==> src/rtl/scg_pkg.sv <==
package scg_pkg;
    typedef enum logic [1:0] {
        ST_IDLE,
        ST_RUN,
        ST_PAUSE,
        ST_DONE
    } scg_state_e;
endpackage

==> src/rtl/scg_sync.sv <==
module scg_sync #(
    parameter int WIDTH  = 3,
    parameter int STAGES = 2
) (
    input  logic             clk,
    input  logic             rst_n,
    input  logic [WIDTH-1:0] d,
    output logic [WIDTH-1:0] q
);
    logic [STAGES-1:0][WIDTH-1:0] chain;

    always_ff @(posedge clk or negedge rst_n) begin
        if (!rst_n) chain <= '0;
        else        chain <= {chain[STAGES-2:0], d};
    end

    assign q = chain[STAGES-1];
endmodule

==> src/rtl/scg_interval_timer.sv <==
module scg_interval_timer #(
    parameter int CNT_W = 24
) (
    input  logic             clk,
    input  logic             rst_n,
    input  logic             run,
    input  logic             load,
    input  logic [CNT_W-1:0] reload,
    output logic             tick
);
    logic [CNT_W-1:0] cnt;

    always_ff @(posedge clk or negedge rst_n) begin
        if (!rst_n)             cnt <= '0;
        else if (load)          cnt <= reload;
        else if (run) begin
            if (cnt == '0)      cnt <= reload;
            else                cnt <= cnt - 1'b1;
        end
    end

    assign tick = run && !load && (cnt == '0);


    reload_after_tick_chk: assert property (@(posedge clk) disable iff (!rst_n)
        tick |=> (cnt == $past(reload)));
endmodule

==> src/rtl/scg_sample_counter.sv <==
module scg_sample_counter #(
    parameter int CNT_W = 24
) (
    input  logic             clk,
    input  logic             rst_n,
    input  logic             load,
    input  logic [CNT_W-1:0] preset,
    input  logic             dec,
    output logic             last
);
    logic [CNT_W-1:0] cnt;

    always_ff @(posedge clk or negedge rst_n) begin
        if (!rst_n)                     cnt <= '0;
        else if (load)                  cnt <= preset;
        else if (dec && cnt != '0)      cnt <= cnt - 1'b1;
    end

    assign last = (cnt <= CNT_W'(1));


    no_underflow_chk: assert property (@(posedge clk) disable iff (!rst_n)
        (dec && !load && $past(cnt) == '0 && cnt == '0) |=> (cnt == '0));
endmodule

==> src/rtl/scan_strobe_gen.sv <==
module scan_strobe_gen
    import scg_pkg::*;
#(
    parameter int CNT_W       = 24,
    parameter int SYNC_STAGES = 2
) (
    input  logic             clk,
    input  logic             rst_n,
    input  logic             cfg_ext_src,
    input  logic             cfg_gate_hw,
    input  logic [CNT_W-1:0] cfg_interval,
    input  logic [CNT_W-1:0] cfg_samples,
    input  logic             sw_gate,
    input  logic             sw_stop,
    input  logic             start_trig,
    input  logic             gate_in,
    input  logic             ext_scan,
    output logic             scan_out,
    output logic             seq_active,
    output logic             done
);
    localparam int N_ASYNC = 3;

    logic [N_ASYNC-1:0] async_q;
    logic start_s, gate_s, ext_s;
    logic start_d, ext_d;
    logic start_rise, ext_rise;
    logic gate_now, active, tick, last, src_strobe, deliver, load;
    scg_state_e state, state_nx;

    scg_sync #(.WIDTH(N_ASYNC), .STAGES(SYNC_STAGES)) u_sync (
        .clk   (clk),
        .rst_n (rst_n),
        .d     ({ext_scan, gate_in, start_trig}),
        .q     (async_q)
    );
    assign {ext_s, gate_s, start_s} = async_q;

    always_ff @(posedge clk or negedge rst_n) begin
        if (!rst_n) begin
            start_d <= 1'b0;
            ext_d   <= 1'b0;
        end else begin
            start_d <= start_s;
            ext_d   <= ext_s;
        end
    end

    assign start_rise = start_s && !start_d;
    assign ext_rise   = ext_s && !ext_d;
    assign gate_now   = cfg_gate_hw ? gate_s : sw_gate;
    assign active     = (state == ST_RUN) || (state == ST_PAUSE);
    assign load       = start_rise && !active;
    assign src_strobe = cfg_ext_src ? ext_rise : tick;
    assign deliver    = active && src_strobe && !gate_now && !sw_stop;

    scg_interval_timer #(.CNT_W(CNT_W)) u_timer (
        .clk    (clk),
        .rst_n  (rst_n),
        .run    (active),
        .load   (load),
        .reload (cfg_interval),
        .tick   (tick)
    );

    scg_sample_counter #(.CNT_W(CNT_W)) u_samples (
        .clk    (clk),
        .rst_n  (rst_n),
        .load   (load),
        .preset (cfg_samples),
        .dec    (deliver),
        .last   (last)
    );

    always_comb begin
        state_nx = state;
        unique case (state)
            ST_IDLE, ST_DONE: begin
                if (start_rise) state_nx = gate_now ? ST_PAUSE : ST_RUN;
            end
            ST_RUN: begin
                if (sw_stop || (deliver && last)) state_nx = ST_DONE;
                else if (gate_now)                state_nx = ST_PAUSE;
            end
            ST_PAUSE: begin
                if (sw_stop || (deliver && last)) state_nx = ST_DONE;
                else if (!gate_now)               state_nx = ST_RUN;
            end
            default: state_nx = ST_IDLE;
        endcase
    end

    always_ff @(posedge clk or negedge rst_n) begin
        if (!rst_n) state <= ST_IDLE;
        else        state <= state_nx;
    end

    always_ff @(posedge clk or negedge rst_n) begin
        if (!rst_n) scan_out <= 1'b0;
        else        scan_out <= deliver;
    end

    assign seq_active = active;
    assign done       = (state == ST_DONE);


    scan_in_seq_chk: assert property (@(posedge clk) disable iff (!rst_n)
        scan_out |-> $past(seq_active));


    stop_closes_chk: assert property (@(posedge clk) disable iff (!rst_n)
        (sw_stop && seq_active) |=> (done && !seq_active && !scan_out));


    last_sample_chk: assert property (@(posedge clk) disable iff (!rst_n)
        (deliver && last) |=> (done && scan_out));


    done_clear_chk: assert property (@(posedge clk) disable iff (!rst_n)
        $rose(seq_active) |-> !done);
endmodule

==> config.mk <==
export PLATFORM = sky130hd
export DESIGN_NAME = scan_strobe_gen
export DESIGN_NICKNAME = d
export VERILOG_FILES = /design/src/rtl/scg_pkg.sv /design/src/rtl/scg_sync.sv /design/src/rtl/scg_interval_timer.sv /design/src/rtl/scg_sample_counter.sv /design/src/rtl/scan_strobe_gen.sv
export SDC_FILE = /design/constraint.sdc
export NUM_CORES = 1
export LEC_CHECK = 0
export ABC_AREA = 1
export BUFFER_PORTS_ARGS = -buffer_cell sky130_fd_sc_hd__buf_2
export CORE_MARGIN = 2
export CORE_UTILIZATION = 52
export DETAILED_ROUTE_END_ITERATION = 10
export HOLD_SLACK_MARGIN = 0.06
export PLACE_DENSITY = 0.77
export SLEW_MARGIN = 30
export SYNTH_ARGS = -nofsm -noshare
export SYNTH_HDL_FRONTEND = slang
export SYNTH_SLANG_ARGS = --single-unit
==> constraint.sdc <==
create_clock -name clk -period 2.1 [get_ports clk]
set_input_delay 0.21 -clock clk [delete_from_list [all_inputs] [get_ports clk]]
set_output_delay 0.21 -clock clk [all_outputs]
set_load 0.03 [all_outputs]
# Yosys cells after proc, flatten, opt, wreduce, memory -nomap -nowiden
# Index checks and enable logic that the tools add are counted.
# totals
input_bits	57
memories	0
ram_bits	0
out_inout_bits	3
mem_bits_ro	0
latch_bits	0
register_bits	59
# op_classes
n_eq_ne	6
n_reduce_logical	25
n_mux	14
n_lt_le_gt_ge	1
shift	0
addsub	2
bitwise_logic	0
n_mul	0
div	0
# ops
cell	count
$mux W24	5
$sub A24 B1 Y24 const B	2
$le A24 B1 Y1 const B	1
$logic_not A24 Y1	1
$reduce_bool A24 Y1	1
$mux W2	6
$logic_and A1 B1 Y1	10
$logic_not A1 Y1	6
$ne A3 B2 Y1 const B	2
$pmux W2 S3	1
$eq A2 B2 Y1 const B	2
$reduce_bool A2 Y1	2
$reduce_and A3 Y1	1
$eq A2 B1 Y1 const B	1
$logic_not A2 Y1	1
$logic_or A1 B1 Y1	2
$mux W1	2
$ne A2 B2 Y1 const B	1
$reduce_or A2 Y1	1

# Logic depth before layout (Yosys ltp)
# Gate-level depths: netlist of run 1.
# depth
depth_word	15
ltp_mapped	13
depth_no_buf	12

# By module
# Synthesis of run 1 repeated with hierarchy kept, for this count alone.
# hier_totals
hier_cells	704
hier_area_um2	4479.3
# modules_own_cells
mod	cells_each	area_each_um2	seq_area_each_um2	n_inst
scg_interval_timer	337	2023.2	600.6	1
scg_sample_counter	311	1915.6	600.6	1
scan_strobe_gen	47	367.9	125.1	1
scg_sync	9	172.7	150.1	1

# Worst setup path after synthesis of run 1
# No wires, ideal clock.
# synth_timing
path_kind	register -> register
from	reg state[0]
to	reg u_timer.cnt[19]
stages_incl_launch_ff	12
arrival_time_ns	1.934
period_less_slack_ns	2.066
slack_ns	0.034
setup_time_ns	0.132
required_ns	1.968
cell_sequence	dfrtp_1 inv_1 ha_1 inv_2 nor2_2 inv_2 nand2_1 inv_2 clkbuf_1 nand3_1 o211ai_1 o21ai_0
# synth_between
elab_chain_len	5
elab_cells_between_ends	7
# synth_rtl
item	line_no	rtl
from (decl)	scan_strobe_gen.sv:29	scg_state_e state, state_nx;
from (signal assigned)	scan_strobe_gen.sv:95	else state <= state_nx;
$eq A2 B1 Y1 / $eq A2 B2 Y1 (equally long branches)	scan_strobe_gen.sv:52	assign active = (state == ST_RUN) || (state == ST_PAUSE);
$logic_or A1 B1 Y1 (*)	scan_strobe_gen.sv:52	
via seq_active	scan_strobe_gen.sv:19	output logic seq_active,
$logic_not A1 Y1	scan_strobe_gen.sv:53	assign load = start_rise && !active;
$logic_and A1 B1 Y1	scan_strobe_gen.sv:53	
$mux W24 / $reduce_bool A2 Y1 (equally long branches)	n/a	
to (signal assigned)	scg_interval_timer.sv:15	else if (load) cnt <= reload;
to (signal assigned)	scg_interval_timer.sv:17	if (cnt == '0) cnt <= reload;
to (signal assigned)	scg_interval_timer.sv:18	else cnt <= cnt - 1'b1;
to (decl)	scg_interval_timer.sv:11	logic [CNT_W-1:0] cnt;
# The timed path passes the listed nets; every way through them passes the cells marked *.
# A chain may end at the register's enable or synchronous reset.

# Final worst setup path of run 1
# layout_timing
from	reg state[0]
to	reg u_samples.cnt[9]
# layout_between
elab_chain_len	13
elab_cells_between_ends	15
# layout_rtl
item	line_no	rtl
$eq A2 B1 Y1 / $eq A2 B2 Y1 (equally long branches)	scan_strobe_gen.sv:52	
$logic_or A1 B1 Y1 (*)	scan_strobe_gen.sv:52	
$logic_not A1 Y1	scan_strobe_gen.sv:53	
$logic_and A1 B1 Y1	scan_strobe_gen.sv:53	
$logic_not A1 Y1	scg_interval_timer.sv:22	assign tick = run && !load && (cnt == '0);
$logic_and A1 B1 Y1 (2 in a row)	scg_interval_timer.sv:22	
$mux W1	scan_strobe_gen.sv:54	assign src_strobe = cfg_ext_src ? ext_rise : tick;
$logic_and A1 B1 Y1 (*) (3 in a row)	scan_strobe_gen.sv:55	assign deliver = active && src_strobe && !gate_now && !sw_stop;
via deliver	scan_strobe_gen.sv:28	logic gate_now, active, tick, last, src_strobe, deliver, load;
$logic_and A1 B1 Y1 (*)	scg_sample_counter.sv:16	else if (dec && cnt != '0) cnt <= cnt - 1'b1;
$reduce_bool A2 Y1 (no source line) (*)	n/a	
to (signal assigned)	scg_sample_counter.sv:15	else if (load) cnt <= preset;
to (signal assigned)	scg_sample_counter.sv:16	
to (decl)	scg_sample_counter.sv:11	logic [CNT_W-1:0] cnt;
# Marks and branches as above.

==> results.cfg, run 1 <==
[layout]
drive_gt1_share_pct = 17.9
area_delta_synth_final_pct = 18.5
final_area_mm2 = 0.00460
nNetsFinal = 692
stdcell_count = 732
n_antenna_cell = 0
post-route-util_pct = 63.4

[synth]
synthArstFlopShare_pct = 100
yosys-top-cells-area = dfrtp_1, nand2_1, nor2_1, o21ai_0, xor2_1
yosysUniqueCellTypes = 32
ys_ff_latch = 59
synth_cells = 557
ys_seq_area_share_pct = 38.0
synth_area_mm2 = 0.00388
syn_area_per_cell_um2 = 6.97
yosysTopAreaCell = dfrtp_1
synth_warnings = 0
synth-edff-count = 0
syn_nets = 621
ys.flop_type = dfrtp_1
netlist.area_leader.share_pct = 38.0

[sta]
finalSetupTns_ns = 0
hold_viol = 0
min_period_over_period_pct = 92.1
finalWorstSetupSlack_ns = 0.167
timing.final.crit_period_ns = 1.93
fmax_ghz = 0.517
slew_violations = 0
setup_viol = 0
max-slew-margin-rel_pct = 62.4
worst_slew_pin_slew_ns = 0.565
fin_skew_ns = 0.00806
hold_slack_ns = 0.118

[route]
routed_wl_um = 9710
post_drt_wl_per_cell_um = 13.3
first_pass_iters = 5
vias = 3910
via_per_inst = 5.34
drt_iter0_markers = 300
drc = 0
postRouteAntennaNets = 0

[setup_path]
critical_path_class = flop to flop
endpoint_kind = flop
path_cells = inv_1 -> ha_1 -> inv_2 -> nand3_1 -> nor2_1 -> and2_4 -> o41ai_4 -> nand2_2 -> buf_12 -> nand2_1 -> o21ai_1
slowest_delay_ns = 0.40
worstSetupStartpointType = flop
required_ns = 2.37
critPathMaxFanout = 22
cpMaxStageDelayCell = dfrtp_1
crit_arrival_ns = 2.20

[pwr]
peakVddDrop_mv = 1.38
power_density_mw_per_mm2 = 1460
totalPowerFinal_mw = 6.73
p_leak_nw = 2.26

[place]
dp_hpwl_um = 7080
numPortBuffers = 59
gp_congestion = 0.904
placed_area_mm2 = 0.00435
dp_cells = 712
post-place-ws_ns = 0.134

[clocking]
postCtsSetupBuffers = 0
cts_tree = built
cts-buffers-inserted = 9
clockBufferDepth = 2
cts.sinks = 59
clk_latency_ns = 0.35
cts-root-buf = clkbuf_8
clk_pin_slew_ns = 0.07
htreeDepth = 3

[die]
start_util_pct = 53.6
fp.dieW_um = 90.4
rows = 31
io_pins = 60
die_area_mm2 = 0.00818
fp.dieH_um = 90.4
core-area_mm2 = 0.00725

[status]
outcome = finished clean

[global_route]
grt_use_total_pct = 25.3
antenna_found_initial = 0
grt_pass1_wl_um = 17100
grt_max_degree = 38
grt_pass1_vias = 3809
overflow = 0

[hold_path]
hold_path_class = input pin to flop

[flow_run]
drv_cap = 0
kinds of logic after synthesis:
kind of cell / share of synthesized area (%)
and+or+nand+nor: 31.9
AOI/OAI and AO/OA: 15.1
buffers and inverters: 7.41
DFF: 38.0
xor gates and xnor gates: 5.41
adders and majority gates: 2.25
per-layer routing:
metal	vias to the layer above	global-route usage (%)	routed length, um
li1	1939	-	-
met1	1844	34.6	4430
met2	110	40.9	4660
met3	17	3.76	462
met4	0	9.36	152
met5	-	0	0
cell type report:
| cell class | count | area, um2 |
|---|---|---|
| Multi-Input combinational cell | 428 | 2120 |
| Fill cell | 674 | 2650 |
| Inverter | 53 | 201 |
| Clock inverter | 4 | 48.8 |
| Tap cell | 99 | 124 |
| Sequential cell | 59 | 1480 |
| Clock buffer | 12 | 155 |
| Timing Repair Buffer | 77 | 473 |
where the power goes:
group / switching, mW / total (mW) / internal (mW)
Combinational: 2.26 / 3.55 / 1.29
Clock: 0.486 / 1.10 / 0.612
Sequential: 0.468 / 2.09 / 1.62
worst max-delay path, delay by kind of cell (launching register included):
| kind | cells | cell delay [ns] |
|---|---|---|
| AO/OA/AOI/OAI | 2 | 0.15 |
| adder cells (fa/ha/maj) | 1 | 0.33 |
| buffers and inverters | 3 | 0.37 |
| flip-flops | 1 | 0.40 |
| AND/OR/NAND/NOR | 5 | 0.59 |
sequential cells by signal, indices dropped and copies added (netlist names):
register / count
ext_d: 1
scan_out: 1
start_d: 1
state: 2
u_samples.cnt: 24
u_sync.chain: 3
u_sync.q: 3
u_timer.cnt: 24
final timing paths:
| check | from | end | slack [ns] | cells after the start |
|---|---|---|---|---|
| worst max-delay path | state[0] | u_samples.cnt[9] | 0.17 | 11 |
| worst min register to register | u_sync.chain[0] | u_sync.q[0] | 0.35 | 0 |
| worst min-delay path | cfg_interval[4] | u_timer.cnt[4] | 0.12 | 3 |
| worst max register to register | state[0] | u_samples.cnt[9] | 0.17 | 11 |
| min in group asynchronous | rst_n | u_samples.cnt[10] | 0.39 | 2 |
| max in group asynchronous | rst_n | u_samples.cnt[4] | 1.11 | 3 |
cell usage after synthesis, types with 9 or more instances:
cell type  instances
o21ai_1           10
nor2_1            72
a21oi_1           11
nand2_1          162
inv_1             50
nor3_1             9
clkbuf_1          10
o21ai_0           50
xor2_1            22
dfrtp_1           59
nand3_1           34
what timing repair did:
item | in CTS | in global routing
resized for setup | 0 | 5
setup endpoints to repair | 0 | 32
hold buffers | 4 | 0
hold endpoints to repair | 25 | 0
layout by cell type (no fill, tap or decap), drive strengths merged:
cell type,Yosys,layout
o31ai,4,4
o21bai,1,1
dlygate4sd3,0,4
o22ai,3,3
xnor2,2,2
a31oi,3,3
clkbuf,10,12
and2,1,1
ha,7,7
nand4,6,6
clkinv,0,3
nand3,34,34
dfrtp,59,59
bufinv,0,1
xor2,22,22
or2,1,1
a21oi,11,11
o41ai,1,1
nor2,82,82
nand2,165,165
inv,53,53
o21ai,65,65
a211oi,2,2
nor3,9,9
a32oi,1,1
o211ai,8,8
buf,7,73
Power figures use the tool's default switching activity.
==> inputs of run 2 (changes only) <==
Settings changed: CORE_UTILIZATION 52 to 50, PLACE_DENSITY 0.77 to 0.74.
==> run 2 against run 1 <==
Against the previous run:
- via count fell by 0.41%
- clock power barely moved
- flip-flop and latch count did not move
- total power rose by 1.6%
- non-clock buffer count did not move
- clock skew rose by 0.00082 ns
- fmax fell by 0.84%
- combinational power rose by 2%
- cell area rose by 0.76%
- first-iteration DRC count rose by 15%
- hold slack improved by 0.0088 ns
- largest power group unchanged
==> results.cfg, run 2 (synthesis results as in run 1) <==
[route]
drc = 0
drt_iter0_markers = 345
postRouteAntennaNets = 0
vias = 3894
post_drt_wl_per_cell_um = 13.5
first_pass_iters = 5
routed_wl_um = 9920
via_per_inst = 5.30

[hold_path]
holdPathStages = 3
holdPathEnd = u_timer.cnt[17]
hold_path_class = input pin to flop
holdCritStartpoint = cfg_interval[17]

[setup_path]
slowest_delay_ns = 0.40
required_ns = 2.37
regToRegEndpoint = u_samples.cnt[3]
endpoint_kind = flop
regToRegSetupSlack_ns = 0.15
path_cells = inv_1 -> ha_1 -> inv_2 -> nand3_1 -> nor2_1 -> and2_4 -> o41ai_4 -> nand2_2 -> buf_12 -> nand2_1 -> o21ai_2
crit_arrival_ns = 2.22
critical_path_class = flop to flop
r2r_start = state[0]
critPathMaxFanout = 20
rr_worst_depth = 11
worstSetupStartpointType = flop
cpMaxStageDelayCell = dfrtp_1

[global_route]
grt_max_degree = 60
antenna_found_initial = 0
grtUsageMet3_pct = 3.94
grt_use_total_pct = 24.9
met2_usage_pct = 39.3
overflow = 0
grt_pass1_vias = 3711
grt_pass1_wl_um = 17100
grt_use_met1_pct = 34.6
grt.busiest_layer = met2

[layout]
post-route-util_pct = 61.0
drive_gt1_share_pct = 18.0
layout_commonest_cell = nand2_1
largestRegisters = u_samples.cnt: 24 flops, u_timer.cnt: 24 flops
n_antenna_cell = 0
area_delta_synth_final_pct = 19.4
nNetsFinal = 692
layout_common_cells = nand2_1, nor2_1, dfrtp_1, buf_2

[sta]
slew_violations = 0
rsz0062_at_grt = no
hold_viol = 0
min_period_over_period_pct = 92.8
fmax_ghz = 0.513
fin_skew_ns = 0.00888
setup_viol = 0
finalWorstSetupSlack_ns = 0.151
finalSetupTns_ns = 0
worst_slew_pin_slew_ns = 0.492
hold_slack_ns = 0.127
max-slew-margin-rel_pct = 66.9
timing.final.crit_period_ns = 1.95

[pwr]
power_density_mw_per_mm2 = 1480
p_leak_nw = 2.27
p_comb_share_pct = 53.0
netSwitchingPower_mw = 3.24
p_clk_share_pct = 16.5
power_switching_share_pct = 47.4
pwr-share-seq_pct = 30.5
peakVddDrop_mv = 1.05
internal_power_mw = 3.60

[clocking]
cts_tree = built
cts.sinks = 59
postCtsSetupBuffers = 0
htreeDepth = 3
cts-buffers-inserted = 9
clockBufferDepth = 2
cts-root-buf = clkbuf_8
clk_latency_ns = 0.34
clk_pin_slew_ns = 0.07

[die]
fp.dieW_um = 92.1
start_util_pct = 51.1
io_pins = 60
core-area_mm2 = 0.00761
fp.dieH_um = 92.1
die_area_mm2 = 0.00849
rows = 32

[status]
outcome = finished clean

[place]
numPortBuffers = 59
dp_hpwl_um = 6860
post-place-ws_ns = 0.0925
gp_congestion = 0.905

[flow_run]
drv_cap = 0
[run 2: cell type report]
| cell class | instances | area [um2] |
|---|---|---|
| clock buffers | 12 | 165 |
| clock inverters | 4 | 47.5 |
| fillers | 720 | 2970 |
| inverters | 53 | 201 |
| multi-input cells | 428 | 2120 |
| flip-flops and latches | 59 | 1480 |
| well taps | 102 | 128 |
| repair buffers | 77 | 495 |
[run 2: worst max-delay path, delay by kind of cell (launching register included)]
kind	cells	cell delay (ns)
buffers and inverters	3	0.37
DFF	1	0.40
and+or+nand+nor	5	0.64
adders and majority gates	1	0.33
AOI/OAI and AO/OA	2	0.13
[run 2: worst max path at each step]
stage	startpoint	slack (ns)	cells after the start	end
final	state[0]	0.15	11	u_samples.cnt[3]
after global routing	u_timer.cnt[2]	0.003	9	u_timer.cnt[21]
after CTS	state[0]	0.06	10	u_timer.cnt[11]
after detailed placement	state[0]	0.09	10	u_timer.cnt[11]
after global placement	state[0]	0.23	10	u_timer.cnt[11]
after floorplan	state[0]	0.03	11	u_timer.cnt[19]
[run 2: power groups by stage]
stage                     sequential, mW  combinational [mW]  clock (mW)
after floorplan                     1.99                2.74           0
after global placement              2.08                3.39           0
after detailed placement            2.09                3.52           0
after CTS                           2.08                3.56        1.14
after global routing                2.15                4.13        1.19
final                               2.09                3.62        1.13
[run 2: per-layer routing]
metal | vias to the layer above | routed length, um
met5 | - | 0
met4 | 0 | 155
met3 | 12 | 478
met2 | 119 | 4650
met1 | 1820 | 4630
li1 | 1943 | -
[run 2: timing repair]
action                                 4_1_cts  5_1_grt
gates resized for setup                      0        3
hold buffers                                 4        0
endpoints found under the hold margin       62        0
setup endpoints to repair                    0       23
[run 2: stage by stage]
step	instances	total power, mW	area [um2]
floorplan	557	4.72	3880
global placement	714	5.47	4350
detailed placement	714	5.61	4350
CTS	734	6.78	4610
global route	735	7.47	4640
finish	735	6.84	4640
